## src/rtl/divcfg_pkg.sv

```systemverilog
package divcfg_pkg;
  localparam int unsigned M_W   = 9;
  localparam int unsigned N_W   = 2;
  localparam int unsigned T_W   = 3;
  localparam int unsigned CFG_W = M_W + N_W + T_W;

  typedef struct packed {
    logic [T_W-1:0] tsel;
    logic [N_W-1:0] n;
    logic [M_W-1:0] m;
  } cfg_word_t;
endpackage

```

## src/rtl/divcfg_sync.sv

```systemverilog
module divcfg_sync #(
  parameter int unsigned W      = 1,
  parameter int unsigned STAGES = 2,
  parameter logic [W-1:0] RST   = '0
) (
  input  logic         clk_i,
  input  logic         rst_ni,
  input  logic [W-1:0] d_i,
  output logic [W-1:0] q_o
);
  logic [W-1:0] st_q [STAGES];

  for (genvar i = 0; i < STAGES; i++) begin : g_stage
    if (i == 0) begin : g_first
      always_ff @(posedge clk_i or negedge rst_ni)
        if (!rst_ni) st_q[i] <= RST;
        else         st_q[i] <= d_i;
    end else begin : g_next
      always_ff @(posedge clk_i or negedge rst_ni)
        if (!rst_ni) st_q[i] <= RST;
        else         st_q[i] <= st_q[i-1];
    end
  end

  assign q_o = st_q[STAGES-1];
endmodule

```

## src/rtl/divcfg_edge.sv

```systemverilog
module divcfg_edge #(
  parameter int unsigned W    = 1,
  parameter logic [W-1:0] RST = '0
) (
  input  logic         clk_i,
  input  logic         rst_ni,
  input  logic [W-1:0] lvl_i,
  output logic [W-1:0] rise_o
);
  logic [W-1:0] lvl_q;

  always_ff @(posedge clk_i or negedge rst_ni)
    if (!rst_ni) lvl_q <= RST;
    else         lvl_q <= lvl_i;

  for (genvar i = 0; i < W; i++) begin : g_det
    assign rise_o[i] = lvl_i[i] & ~lvl_q[i];
  end
endmodule

```

## src/rtl/divcfg_shift.sv

```systemverilog
module divcfg_shift #(
  parameter int unsigned W = 14
) (
  input  logic         clk_i,
  input  logic         rst_ni,
  input  logic         en_i,
  input  logic         d_i,
  output logic [W-1:0] q_o
);
  logic [W-1:0] sr_q;

  always_ff @(posedge clk_i or negedge rst_ni)
    if (!rst_ni)   sr_q <= '0;
    else if (en_i) sr_q <= {sr_q[W-2:0], d_i};

  assign q_o = sr_q;
endmodule

```

## src/rtl/synth_divcfg.sv

```systemverilog
module synth_divcfg
  import divcfg_pkg::*;
#(
  parameter int unsigned    SYNC_STAGES = 2,
  parameter logic [M_W-1:0] M_RESET     = 9'd200
) (
  input  logic           clk_i,
  input  logic           rst_ni,
  input  logic [M_W-1:0] m_pins_i,
  input  logic [N_W-1:0] n_pins_i,
  input  logic           par_strobe_i,
  input  logic           ser_data_i,
  input  logic           ser_clk_i,
  input  logic           ser_strobe_i,
  output logic [M_W-1:0] m_o,
  output logic [N_W-1:0] n_o,
  output logic [T_W-1:0] tsel_o,
  output logic           shift_out_o
);
  localparam int unsigned IN_W = M_W + N_W + 4;
  // parallel strobe idles high so reset does not open the transparent phase
  localparam logic [IN_W-1:0] IN_RST = {1'b1, {(IN_W-1){1'b0}}};
  localparam logic [2:0]      EDGE_RST = 3'b100;

  logic [IN_W-1:0] raw, in_s;
  logic [M_W-1:0]  m_s;
  logic [N_W-1:0]  n_s;
  logic            par_s, sstr_s, sclk_s, sdat_s;
  logic            par_rise, sstr_rise, sclk_rise;
  logic [2:0]      rise_v;
  logic [CFG_W-1:0] sr_q;
  logic            shift_en;
  cfg_word_t       cfg_q, cfg_d, sr_w;

  assign raw = {par_strobe_i, ser_strobe_i, ser_clk_i, ser_data_i, n_pins_i, m_pins_i};

  divcfg_sync #(.W(IN_W), .STAGES(SYNC_STAGES), .RST(IN_RST)) u_sync (
    .clk_i (clk_i),
    .rst_ni(rst_ni),
    .d_i   (raw),
    .q_o   (in_s)
  );

  assign {par_s, sstr_s, sclk_s, sdat_s, n_s, m_s} = in_s;

  divcfg_edge #(.W(3), .RST(EDGE_RST)) u_edge (
    .clk_i (clk_i),
    .rst_ni(rst_ni),
    .lvl_i ({par_s, sstr_s, sclk_s}),
    .rise_o(rise_v)
  );

  assign {par_rise, sstr_rise, sclk_rise} = rise_v;

  assign shift_en = par_s & sclk_rise;

  divcfg_shift #(.W(CFG_W)) u_shift (
    .clk_i (clk_i),
    .rst_ni(rst_ni),
    .en_i  (shift_en),
    .d_i   (sdat_s),
    .q_o   (sr_q)
  );

  assign sr_w = cfg_word_t'(sr_q);

  always_comb begin
    cfg_d = cfg_q;
    if (!par_s || par_rise) begin
      cfg_d.m    = m_s;
      cfg_d.n    = n_s;
      cfg_d.tsel = '0;
    end else if (sstr_rise) begin
      cfg_d = sr_w;
    end else if (sstr_s && sclk_rise) begin
      // stream: M tracks the low field of the register being shifted
      cfg_d.m = {sr_q[M_W-2:0], sdat_s};
    end
  end

  always_ff @(posedge clk_i or negedge rst_ni)
    if (!rst_ni) begin
      cfg_q.m    <= M_RESET;
      cfg_q.n    <= '0;
      cfg_q.tsel <= '0;
    end else begin
      cfg_q <= cfg_d;
    end

  assign m_o         = cfg_q.m;
  assign n_o         = cfg_q.n;
  assign tsel_o      = cfg_q.tsel;
  assign shift_out_o = sr_q[CFG_W-1];
endmodule

```

## config.mk

```make
export PLATFORM = sky130hd
export DESIGN_NAME = synth_divcfg
export DESIGN_NICKNAME = d
export VERILOG_FILES = /design/src/rtl/divcfg_pkg.sv /design/src/rtl/divcfg_sync.sv /design/src/rtl/divcfg_edge.sv /design/src/rtl/divcfg_shift.sv /design/src/rtl/synth_divcfg.sv
export SDC_FILE = /design/constraint.sdc
export NUM_CORES = 1
export LEC_CHECK = 0
export ABC_CLOCK_PERIOD_IN_PS = 1400
export BUFFER_PORTS_ARGS = -buffer_cell sky130_fd_sc_hd__buf_2
export CORE_MARGIN = 2
export CORE_UTILIZATION = 56
export DETAILED_ROUTE_END_ITERATION = 12
export MAX_ROUTING_LAYER = met4
export PLACE_DENSITY = 0.78
export SYNTH_ARGS = -nofsm -noshare
export SYNTH_HDL_FRONTEND = slang
export SYNTH_SLANG_ARGS = --single-unit
export TNS_END_PERCENT = 100
```

## constraint.sdc

```tcl
create_clock -name clk_i -period 1.4 [get_ports clk_i]
set_input_delay 0.07 -clock clk_i [delete_from_list [all_inputs] [get_ports clk_i]]
set_output_delay 0.07 -clock clk_i [all_outputs]
set_load 0.005 [all_outputs]
```

==> run_results.csv, run 1 <==
group,metric,value,unit
run_status,status,"finished clean",
worst_setup_path,reg2reg_depth,4,
worst_setup_path,cp_max_fo,5,
synthesis,netlist_top_cells_count,"dfrtp_1 (55), mux2i_1 (14), mux2_4 (10)",
worst_setup_path,arrival,1.57,ns
placed_design,hpwlAfterDp,2740,µm
routing,wl_per_cell,17.2,µm
synthesis,yosysMostFrequentCell,"dfrtp_1",
routing,vias,1437,
global_routing,antenna_found_initial,0,
synthesis,synth_top_area_frac,0.590,
synthesis,netlist_instances,150,
synthesis,synth_area_leaders,"dfrtp_1 (59%), dfstp_2 (6.8%), mux2_4 (6.4%)",
timing,max_freq,758,MHz
placed_design,gp_congestion,0.850,
synthesis,yosys_warnings,0,
synthesis,syn_nets,167,
timing,finalCritPeriodShare,0.942,
routing,wl,4520,µm
synthesis,yosysTopAreaCell,"dfrtp_1",
timing,maxSlewViolCount,0,
cells_and_area,final-seq-area,1530,µm²
worst_setup_path,timing.rr.start,"u_edge.lvl_q[2]$_DFF_PN1_",
power,power.net_switching,1070,µW
placed_design,io_buffers,31,
synthesis,async_flop_share,1.00,
worst_setup_path,start_kind,"register",
routing,drt_pass1_iterations,4,
power,pwr-share-comb,0.136,
worst_setup_path,r2r_setup_slack,0.08,ns
timing,clock_skew,0.00630,ns
floorplanning,die_h,68.5,µm
power,p_per_area,1380,nW/µm²
routing,remaining_drc_errors,0,
power,switching_share,0.268,
floorplanning,rows,23,
timing,rsz0062_at_grt,"no",
global_routing,grt_pass1_vias,1405,
timing,relSlewSlack,0.774,
power,clock_power_share,0.328,
timing,hold_ws,0.256,ns
synthesis,postSynthAreaPerCell,15.5,µm²
cells_and_area,areaGrowthSynthToFinish,24.2,%
clocking,htree_levels,3,
synthesis,synth_ff_type,"dfrtp_1",
flow_run,cap_violations,0,
routing,antenna_left,0,
cells_and_area,diodes,0,
power,power.internal,2920,µW
floorplanning,die_area,4690,µm²
global_routing,grt_overflow_total,0,
timing,setup_tns,0,ns
cells_and_area,nNetsFinal,224,
cells_and_area,drive_gt1_frac,0.382,
cells_and_area,multi_input_comb_area,706,µm²
routing,viasPerCell,5.48,
clocking,cts_max_path_buffers,2,
timing,setup_viol,0,
timing,timing_hold_violations_final,0,
global_routing,grt_max_degree,62,
worst_setup_path,required,1.65,ns
synthesis,syn_area,2330,µm²
synthesis,synth.distinct_cells,28,
clocking,insertion_delay,0.34,ns
timing,worst_pin_slew,0.338,ns
timing,fin_crit,1.32,ns
cells_and_area,fillCellCount,260,
power,power_frac_seq,0.536,
routing,drt_iter0_drc,127,
floorplanning,die_x,68.5,µm
worst_setup_path,r2r_end,"m_o[8]$_DFFE_PN0P_",
global_routing,grt_pass1_wl,6950,µm
clocking,ctsRootBufferMaster,"clkbuf_8",
clocking,cts.sinks,61,
clocking,cts_tree,"built",
synthesis,synth-edff-count,0,
worst_setup_path,criticalPathCategory,"reg2reg",
global_routing,grt_use_total,0.225,
synthesis,ys_seq_area_frac,0.658,
power,p_leak,0.00143,µW
synthesis,ys_ff_latch,61,
hold_path,hold_class,"in2async",
floorplanning,start_util,0.583,
clocking,path_clk_slew,0.07,ns
floorplanning,ios,32,
floorplanning,core,4000,µm²
worst_setup_path,worst_setup_path_end_kind,"register",
power,peakVddDrop,1030,µV
clocking,cts_made_buffers,9,
## state kept, by name, summed over array words and instances (netlist names)
signal	flops
tsel_o	3
m_o	9
u_sync.q_o	15
u_sync.st_q	15
u_shift.q_o	14
u_edge.lvl_q	3
n_o	2
## worst max-delay path: stages, from the launching register on
cell and delay (ns):
dfstp_2 0.58, and2_2 0.22, buf_4 0.16, nand4_1 0.13
o211ai_1 0.14
## metrics by stage
stage | setup WS, ns | instance area (µm²) | total power, µW | util | std cells
floorplan | 0.135 | 2330 | 2440 | - | 150
detailed placement | 0.0452 | 2540 | 2650 | 0.635 | 229
global route | 0.0000981 | 2890 | 4170 | 0.723 | 262
global placement | 0.102 | 2540 | 2620 | 0.635 | 229
CTS | 0.0252 | 2870 | 4010 | 0.717 | 261
finish | 0.0810 | 2890 | 3980 | 0.723 | 262
## kinds of logic (layout without fill, tap and decap cells)
| kind of cell | Yosys count | in the layout | synth area share |
|---|---|---|---|
| flops | 61 | 61 | 0.658 |
| simple gates | 29 | 29 | 0.0929 |
| mux | 28 | 28 | 0.144 |
| compound gates | 21 | 21 | 0.0633 |
| buf+inv | 11 | 73 | 0.0419 |
## cells in the final DEF (no fill, tap or decap)
cell type      count
and4b_1            9
clkinv_4           2
a21oi_1            8
nor2b_4            1
o21ai_0            1
buf_4              6
dfrtp_1           55
o211ai_1           9
nand2_1            2
nor2_1             3
or2b_1             1
clkinvlp_4         1
clkinv_2           3
a21oi_2            1
clkbuf_8           9
buf_12             3
buf_2             31
o21ai_1            1
clkbuf_1           1
mux2i_1           14
nand2_4            2
o211ai_4           1
and2_2             1
nand4_1            9
inv_1              1
mux2_4            10
dlygate4sd3_1     16
dfstp_2            6
nand2b_1           1
mux2_2             4
## worst max-delay path by stage
stage	start	end	slack [ns]	cells past startpoint
after floorplan	u_sync.q_o[14]$_DFF_PN1_	m_o[5]$_DFFE_PN0P_	0.13	5
after global placement	u_sync.q_o[14]$_DFF_PN1_	m_o[0]$_DFFE_PN0P_	0.10	3
after detailed placement	u_sync.q_o[14]$_DFF_PN1_	m_o[8]$_DFFE_PN0P_	0.05	4
after CTS	u_sync.q_o[14]$_DFF_PN1_	m_o[8]$_DFFE_PN0P_	0.03	4
after global routing	u_sync.q_o[13]$_DFF_PN0_	m_o[8]$_DFFE_PN0P_	0.0001	4
final	u_edge.lvl_q[2]$_DFF_PN1_	m_o[8]$_DFFE_PN0P_	0.08	4
## power groups by stage
stage | combinational, µW | sequential (µW) | clock (µW)
3_5_place_dp | 498 | 2150 | 0
5_1_grt | 581 | 2160 | 1430
3_3_place_gp | 473 | 2140 | 0
4_1_cts | 537 | 2130 | 1350
2_1_floorplan | 334 | 2110 | 0
6_report | 542 | 2130 | 1310
## layer usage
layer	global-route usage	part of all wire
met1	0.275	0.42
met2	0.329	0.50
met3	0.0877	0.058
met4	0.108	0.029
met5	-	0
## repair_timing
item,CTS,global route
hold endpoints to repair,70,0
hold buffers,16,0
setup endpoints to repair,0,7
setup buffers,0,1
gates resized for setup,0,2
## cell type report
class / count / share of cell area
flip-flops and latches: 61 / 0.530
multi-input cells: 78 / 0.244
repair buffers: 56 / 0.145
clock buffers: 10 / 0.0441
well taps: 50 / 0.0216
clock inverters: 6 / 0.0138
inverters: 1 / 0.00130
No activity file was read; power rests on OpenSTA's default activity.
==> inputs of run 2 (changes only) <==
--- a/config.mk
+++ b/config.mk
@@ -8,10 +8,10 @@
 export ABC_CLOCK_PERIOD_IN_PS = 1400
 export BUFFER_PORTS_ARGS = -buffer_cell sky130_fd_sc_hd__buf_2
 export CORE_MARGIN = 2
-export CORE_UTILIZATION = 56
+export CORE_UTILIZATION = 55
 export DETAILED_ROUTE_END_ITERATION = 12
 export MAX_ROUTING_LAYER = met4
-export PLACE_DENSITY = 0.78
+export PLACE_DENSITY = 0.77
 export SYNTH_ARGS = -nofsm -noshare
 export SYNTH_HDL_FRONTEND = slang
 export SYNTH_SLANG_ARGS = --single-unit
==> run 2 against run 1 <==
Worst hold slack improved by 0.0016 ns. Cell count is 0.38% lower. Utilization is 0.79 points higher. Largest cell class unchanged. Non-clock buffer count is 1 lower. Sequential cell count is the same. Die area is 1.7% higher. Routed wire length is 4.3% higher. Global-route usage rose by 0.24 points. Critical path depth rose by 1.
==> run_results.csv, run 2 (synthesis results as in run 1) <==
group,metric,value,unit
power,peakVddDrop,955,µV
routing,antenna_left,0,
routing,wl_per_cell,18.0,µm
timing,clock_skew,0.00479,ns
floorplanning,die_x,69.1,µm
worst_setup_path,path_cells,"buf_4 -> buf_4 -> and4b_1 -> a21oi_1 -> o211ai_1",
cells_and_area,final_common_cell,"dfrtp_1",
timing,maxSlewViolCount,0,
worst_setup_path,arrival,1.57,ns
cells_and_area,fillCellCount,261,
clocking,path_clk_slew,0.07,ns
routing,remaining_drc_errors,0,
global_routing,antenna_found_initial,0,
timing,timing_hold_violations_final,0,
floorplanning,die_area,4770,µm²
floorplanning,rows,23,
timing,setup_viol,0,
global_routing,grt_overflow_total,0,
worst_setup_path,crit_family,"flip-flops",
global_routing,grt_use_total,0.227,
routing,vias,1453,
clocking,cts_tree,"built",
worst_setup_path,required,1.65,ns
worst_setup_path,worst_setup_path_end_kind,"register",
routing,drt_iter0_drc,83,
timing,fin_crit,1.32,ns
global_routing,grt_max_degree,62,
cells_and_area,nNetsFinal,223,
worst_setup_path,cpPeakStageDelay,0.60,ns
clocking,ctsRootBufferMaster,"clkbuf_8",
floorplanning,core,4030,µm²
global_routing,grt_pass1_wl,7860,µm
worst_setup_path,path_buf_inv,2,
timing,finalCritPeriodShare,0.943,
cells_and_area,diodes,0,
placed_design,hpwlAfterDp,2760,µm
worst_setup_path,crit_cells,5,
power,p_per_area,1540,nW/µm²
clocking,cts_made_buffers,9,
global_routing,grt_pass1_vias,1610,
routing,viasPerCell,5.57,
cells_and_area,areaGrowthSynthToFinish,26.4,%
worst_setup_path,timing.critical_path.mode_cell,"buf_4",
clocking,insertion_delay,0.34,ns
placed_design,gp_congestion,0.874,
placed_design,io_buffers,31,
worst_setup_path,reg2reg_depth,5,
clocking,cts_max_path_buffers,2,
routing,wl,4710,µm
clocking,htree_levels,3,
power,p_leak,0.00145,µW
routing,drt_pass1_iterations,4,
cells_and_area,utilization,0.731,
hold_path,hold_class,"in2async",
floorplanning,die_h,69.1,µm
timing,relSlewSlack,0.790,
worst_setup_path,r2r_setup_slack,0.08,ns
cells_and_area,drive_gt1_frac,0.379,
cells_and_area,layout_common_cells,"dfrtp_1 (55), buf_2 (31), dlygate4sd3_1 (16)",
flow_run,cap_violations,0,
worst_setup_path,criticalPathCategory,"reg2reg",
timing,worst_pin_slew,0.315,ns
timing,fin_ws,0.0798,ns
floorplanning,start_util,0.579,
floorplanning,ios,32,
worst_setup_path,start_kind,"register",
clocking,cts.sinks,61,
timing,max_freq,757,MHz
placed_design,pre_cts_ws,0.0171,ns
run_status,status,"finished clean",
worst_setup_path,cp_max_fo,7,
worst_setup_path,cpMaxStageDelayCell,"dfstp_2",
timing,setup_tns,0,ns
==> run 2: changes by cell type in the layout (fill, tap and decap cells not counted), sizes merged <==
cell	before	now
clkinv	5	2
buf	40	39
bufinv	0	3
==> run 2: worst min-delay path: stages <==
cell	delay (ns)
dlygate4sd3_1	0.51
buf_2	0.12
buf_12	0.29
==> run 2: per-layer routing <==
| metal | vias up | track usage | wire (µm) |
|---|---|---|---|
| met1 | 732 | 0.249 | 1860 |
| li1 | 655 | - | - |
| met4 | 0 | 0.105 | 145 |
| met5 | - | - | 0 |
| met2 | 52 | 0.363 | 2410 |
| met3 | 14 | 0.0921 | 296 |
==> run 2: cell type report <==
cell class / count / area (µm²) / area share
Inverter: 1 / 3.75 / 0.00127
Tap cell: 50 / 62.6 / 0.0212
Multi-Input combinational cell: 78 / 707 / 0.240
Clock inverter: 6 / 111 / 0.0378
Clock buffer: 10 / 128 / 0.0433
Sequential cell: 61 / 1530 / 0.521
Timing Repair Buffer: 55 / 400 / 0.136
==> run 2: what timing repair did <==
action                     CTS  global route
hold buffers                16             0
setup endpoints to repair    3             3
gates resized for setup      1             2
setup buffers                0             1
hold endpoints to repair    74             0
pin swaps                    0             0
==> run 2: through the flow <==
| step | hold slack (ns) | area [µm²] | cells | power, µW |
|---|---|---|---|---|
| floorplan | -0.226 | 2330 | 150 | 2440 |
| global placement | 0.0935 | 2530 | 228 | 2610 |
| detailed placement | 0.0901 | 2530 | 228 | 2650 |
| CTS | 0.263 | 2930 | 260 | 4580 |
| global route | 0.279 | 2950 | 261 | 4730 |
| finish | 0.257 | 2950 | 261 | 4540 |
==> run 2: path summary, 6_finish.rpt <==
check                                     startpoint                       end
min in group clk_i         u_sync.st_q[22]$_DFF_PN0_   u_sync.q_o[7]$_DFF_PN0_
setup reg to reg            u_sync.q_o[14]$_DFF_PN1_        m_o[4]$_DFFE_PN0P_
hold reg to reg            u_sync.st_q[22]$_DFF_PN0_   u_sync.q_o[7]$_DFF_PN0_
setup / recovery            u_sync.q_o[14]$_DFF_PN1_        m_o[4]$_DFFE_PN0P_
max in group asynchronous                     rst_ni  u_sync.q_o[14]$_DFF_PN1_
hold / removal                                rst_ni        m_o[4]$_DFFE_PN0P_
==> run 2: report_power, final <==
part / leakage [µW] / internal, µW / switching, µW
Combinational: 0.000603 / 309 / 218
Clock: 0.000116 / 1180 / 695
Sequential: 0.000733 / 1960 / 169
Total: 0.00145 / 3460 / 1080
==> inputs of run 3 (changes only) <==
--- a/config.mk
+++ b/config.mk
@@ -5,12 +5,12 @@
 export SDC_FILE = /design/constraint.sdc
 export NUM_CORES = 1
 export LEC_CHECK = 0
-export ABC_CLOCK_PERIOD_IN_PS = 1400
+export ABC_AREA = 1
+export ABC_CLOCK_PERIOD_IN_PS = 1240
 export BUFFER_PORTS_ARGS = -buffer_cell sky130_fd_sc_hd__buf_2
 export CORE_MARGIN = 2
 export CORE_UTILIZATION = 55
 export DETAILED_ROUTE_END_ITERATION = 12
-export MAX_ROUTING_LAYER = met4
 export PLACE_DENSITY = 0.77
 export SYNTH_ARGS = -nofsm -noshare
 export SYNTH_HDL_FRONTEND = slang
==> constraint.sdc (replaced) <==
create_clock -name clk_i -period 1.24 [get_ports clk_i]
set_input_delay 0.062 -clock clk_i [delete_from_list [all_inputs] [get_ports clk_i]]
set_output_delay 0.062 -clock clk_i [all_outputs]
set_load 0.005 [all_outputs]
==> run 3 against run 2 <==
Utilization up 3.7 points. Count of clock-buffer cells in the layout up 1. Via count is 7.3% higher. Critical endpoint is now m_o[5]$_DFFE_PN0P_. Highest routed layer unchanged.
==> run_results.csv, run 3 <==
group,metric,value,unit
power,power.net_switching,1110,µW
clocking,cts_made_buffers,9,
routing,remaining_drc_errors,0,
power,power.internal,3610,µW
clocking,cts_max_path_buffers,2,
synthesis,netlist_top_cells_count,"dfrtp_1 (55), nand2_1 (42), nand3_1 (35)",
clocking,cts.sinks,61,
worst_setup_path,crit_path_end,"m_o[5]$_DFFE_PN0P_",
worst_setup_path,required,1.46,ns
routing,vias,1559,
synthesis,yosys.area_share.adder,0,
routing,wl,3990,µm
synthesis,synth.distinct_cells,21,
timing,rsz0062_at_grt,"yes",
synthesis,ys_ff_latch,61,
synthesis,yosys.area_share.simple,0.208,
timing,setup_viol,0,
timing,hold_ws,0.251,ns
global_routing,grt_pass1_wl,6520,µm
clocking,path_clk_slew,0.06,ns
synthesis,syn_area,2190,µm²
synthesis,ys_seq_area_frac,0.699,
global_routing,grt_use_total,0.208,
synthesis,postSynthAreaPerCell,11.4,µm²
worst_setup_path,cpPeakStageDelay,0.60,ns
worst_setup_path,start_kind,"register",
routing,antenna_left,0,
worst_setup_path,arrival,1.45,ns
floorplanning,die_area,4510,µm²
worst_setup_path,reg2reg_depth,6,
timing,relSlewSlack,0.796,
timing,worst_pin_slew,0.306,ns
worst_setup_path,timing.rr.start,"u_sync.q_o[14]$_DFF_PN1_",
worst_setup_path,r2r_setup_slack,0.02,ns
clocking,ctsRootBufferMaster,"clkbuf_8",
worst_setup_path,path_cells,"buf_4 -> nand2_4 -> nand2_1 -> nand3_1 -> nand2_1 -> nand2_1",
floorplanning,start_util,0.586,
power,clock_power_share,0.397,
synthesis,synth-edff-count,0,
placed_design,io_buffers,31,
synthesis,synth_area_leaders,"dfrtp_1 (63%), nand3_1 (8.0%), dfstp_2 (7.2%)",
cells_and_area,fin_cells,307,
synthesis,synth_compound_area_frac,0.0439,
routing,viasPerCell,5.08,
timing,timing_hold_violations_final,0,
timing,maxSlewViolCount,0,
routing,drt_iter0_drc,81,
floorplanning,rows,22,
global_routing,antenna_found_initial,0,
synthesis,syn_nets,209,
power,power_frac_seq,0.499,
timing,max_freq,817,MHz
worst_setup_path,criticalPathCategory,"reg2reg",
synthesis,synthMuxAreaShare,0,
worst_setup_path,startpoint,"u_sync.q_o[14]$_DFF_PN1_",
timing,finalCritPeriodShare,0.987,
floorplanning,die_x,67.2,µm
worst_setup_path,cpMaxStageDelayCell,"dfstp_2",
global_routing,grt_overflow_total,0,
worst_setup_path,timing.critical_path.mode_cell,"nand2_1",
worst_setup_path,worst_setup_path_end_kind,"register",
synthesis,synth_xor_area_frac,0,
timing,clock_skew,0.00637,ns
floorplanning,die_h,67.2,µm
power,peakVddDrop,1230,µV
cells_and_area,diodes,0,
synthesis,synth_top_family_by_area,"simple AND/OR/NAND/NOR gates",
placed_design,gp_congestion,0.752,
power,pwr-share-comb,0.103,
cells_and_area,drive_gt1_frac,0.286,
cells_and_area,nNetsFinal,272,
synthesis,synth_ff_type,"dfrtp_1",
clocking,insertion_delay,0.33,ns
floorplanning,core,3740,µm²
power,p_per_area,1640,nW/µm²
power,switching_share,0.235,
synthesis,synth_top_area_frac,0.627,
clocking,htree_levels,3,
routing,drt_pass1_iterations,4,
hold_path,hold_class,"in2async",
global_routing,grt_pass1_vias,1470,
worst_setup_path,r2r_end,"m_o[5]$_DFFE_PN0P_",
clocking,cts_tree,"built",
cells_and_area,layout_common_cells,"dfrtp_1 (55), nand2_1 (41), nand3_1 (35)",
cells_and_area,final_common_cell,"dfrtp_1",
placed_design,dp.cells,267,
routing,wl_per_cell,13.0,µm
synthesis,async_flop_share,1.00,
flow_run,cap_violations,0,
synthesis,yosysTopAreaCell,"dfrtp_1",
worst_setup_path,cp_max_fo,7,
placed_design,hpwlAfterDp,2300,µm
synthesis,netlist_instances,192,
synthesis,yosysMostFrequentCell,"dfrtp_1",
timing,fin_crit,1.22,ns
power,p_leak,0.00141,µW
cells_and_area,areaGrowthSynthToFinish,31.1,%
synthesis,yosys_warnings,0,
floorplanning,ios,32,
run_status,status,"finished clean",
global_routing,grt_max_degree,62,
run 3: critical path, delay by kind of cell, from the launching register on:
| kind | cells | cell delay [ns] |
|---|---|---|
| DFF | 1 | 0.60 |
| buffers and inverters | 1 | 0.16 |
| and+or+nand+nor | 5 | 0.36 |
run 3: worst min-delay path by stage:
stage                 from  slack, ns                         to
floorplan           rst_ni      -0.23         m_o[0]$_DFFE_PN0P_
global route        rst_ni       0.26  u_sync.st_q[28]$_DFF_PN0_
finish              rst_ni       0.25  u_sync.st_q[22]$_DFF_PN0_
global placement    rst_ni       0.08  u_sync.st_q[26]$_DFF_PN0_
detailed placement  rst_ni       0.09  u_sync.st_q[22]$_DFF_PN0_
CTS                 rst_ni       0.25    u_sync.q_o[7]$_DFF_PN0_
run 3: power groups by stage:
stage / sequential, µW / clock (µW) / combinational (µW)
floorplan: 2350 / 0 / 249
global placement: 2370 / 0 / 397
detailed placement: 2380 / 0 / 410
CTS: 2350 / 1920 / 477
global route: 2380 / 2010 / 560
finish: 2350 / 1870 / 488
run 3: cell type report:
cell class,instances,area [µm²]
flip-flops and latches,61,1530
fillers,252,866
multi-input cells,114,587
repair buffers,55,413
clock buffers,11,141
clock inverters,4,72.6
inverters,13,61.3
well taps,48,60.1
repair inverters,1,8.76
run 3: timing repair:
item	4_1_cts	5_1_grt
hold endpoints to repair	76	0
buffers inserted	5	1
endpoints found under the setup margin	14	9
pin swaps	3	3
hold buffers	16	0
gates cloned	1	2
resized for setup	2	2
run 3: per-layer routing:
layer  track usage  routed length (µm)
met2         0.301                1920
met3        0.0883                 239
met1         0.263                1750
met4         0.120                  81
met5             0                   0
run 3: per-stage QoR:
step / setup WS [ns] / utilization / total power (µW) / cell area, µm² / setup TNS (ns)
after detailed placement: -0.0534 / 0.640 / 2790 / 2400 / -0.460
after global placement: -0.0373 / 0.640 / 2770 / 2400 / -0.285
final: 0.0164 / 0.769 / 4720 / 2880 / 0
after floorplan: 0.0824 / - / 2600 / 2190 / 0
after CTS: 0.0203 / 0.760 / 4750 / 2850 / 0
after global routing: -0.0662 / 0.769 / 4950 / 2880 / -0.270
run 3: kinds of logic (layout without fill, tap and decap cells):
logic type,after synthesis,in the layout
AO/OA/AOI/OAI,18,18
buffers and inverters,19,84
flip-flops,61,61
AND/OR/NAND/NOR,94,96
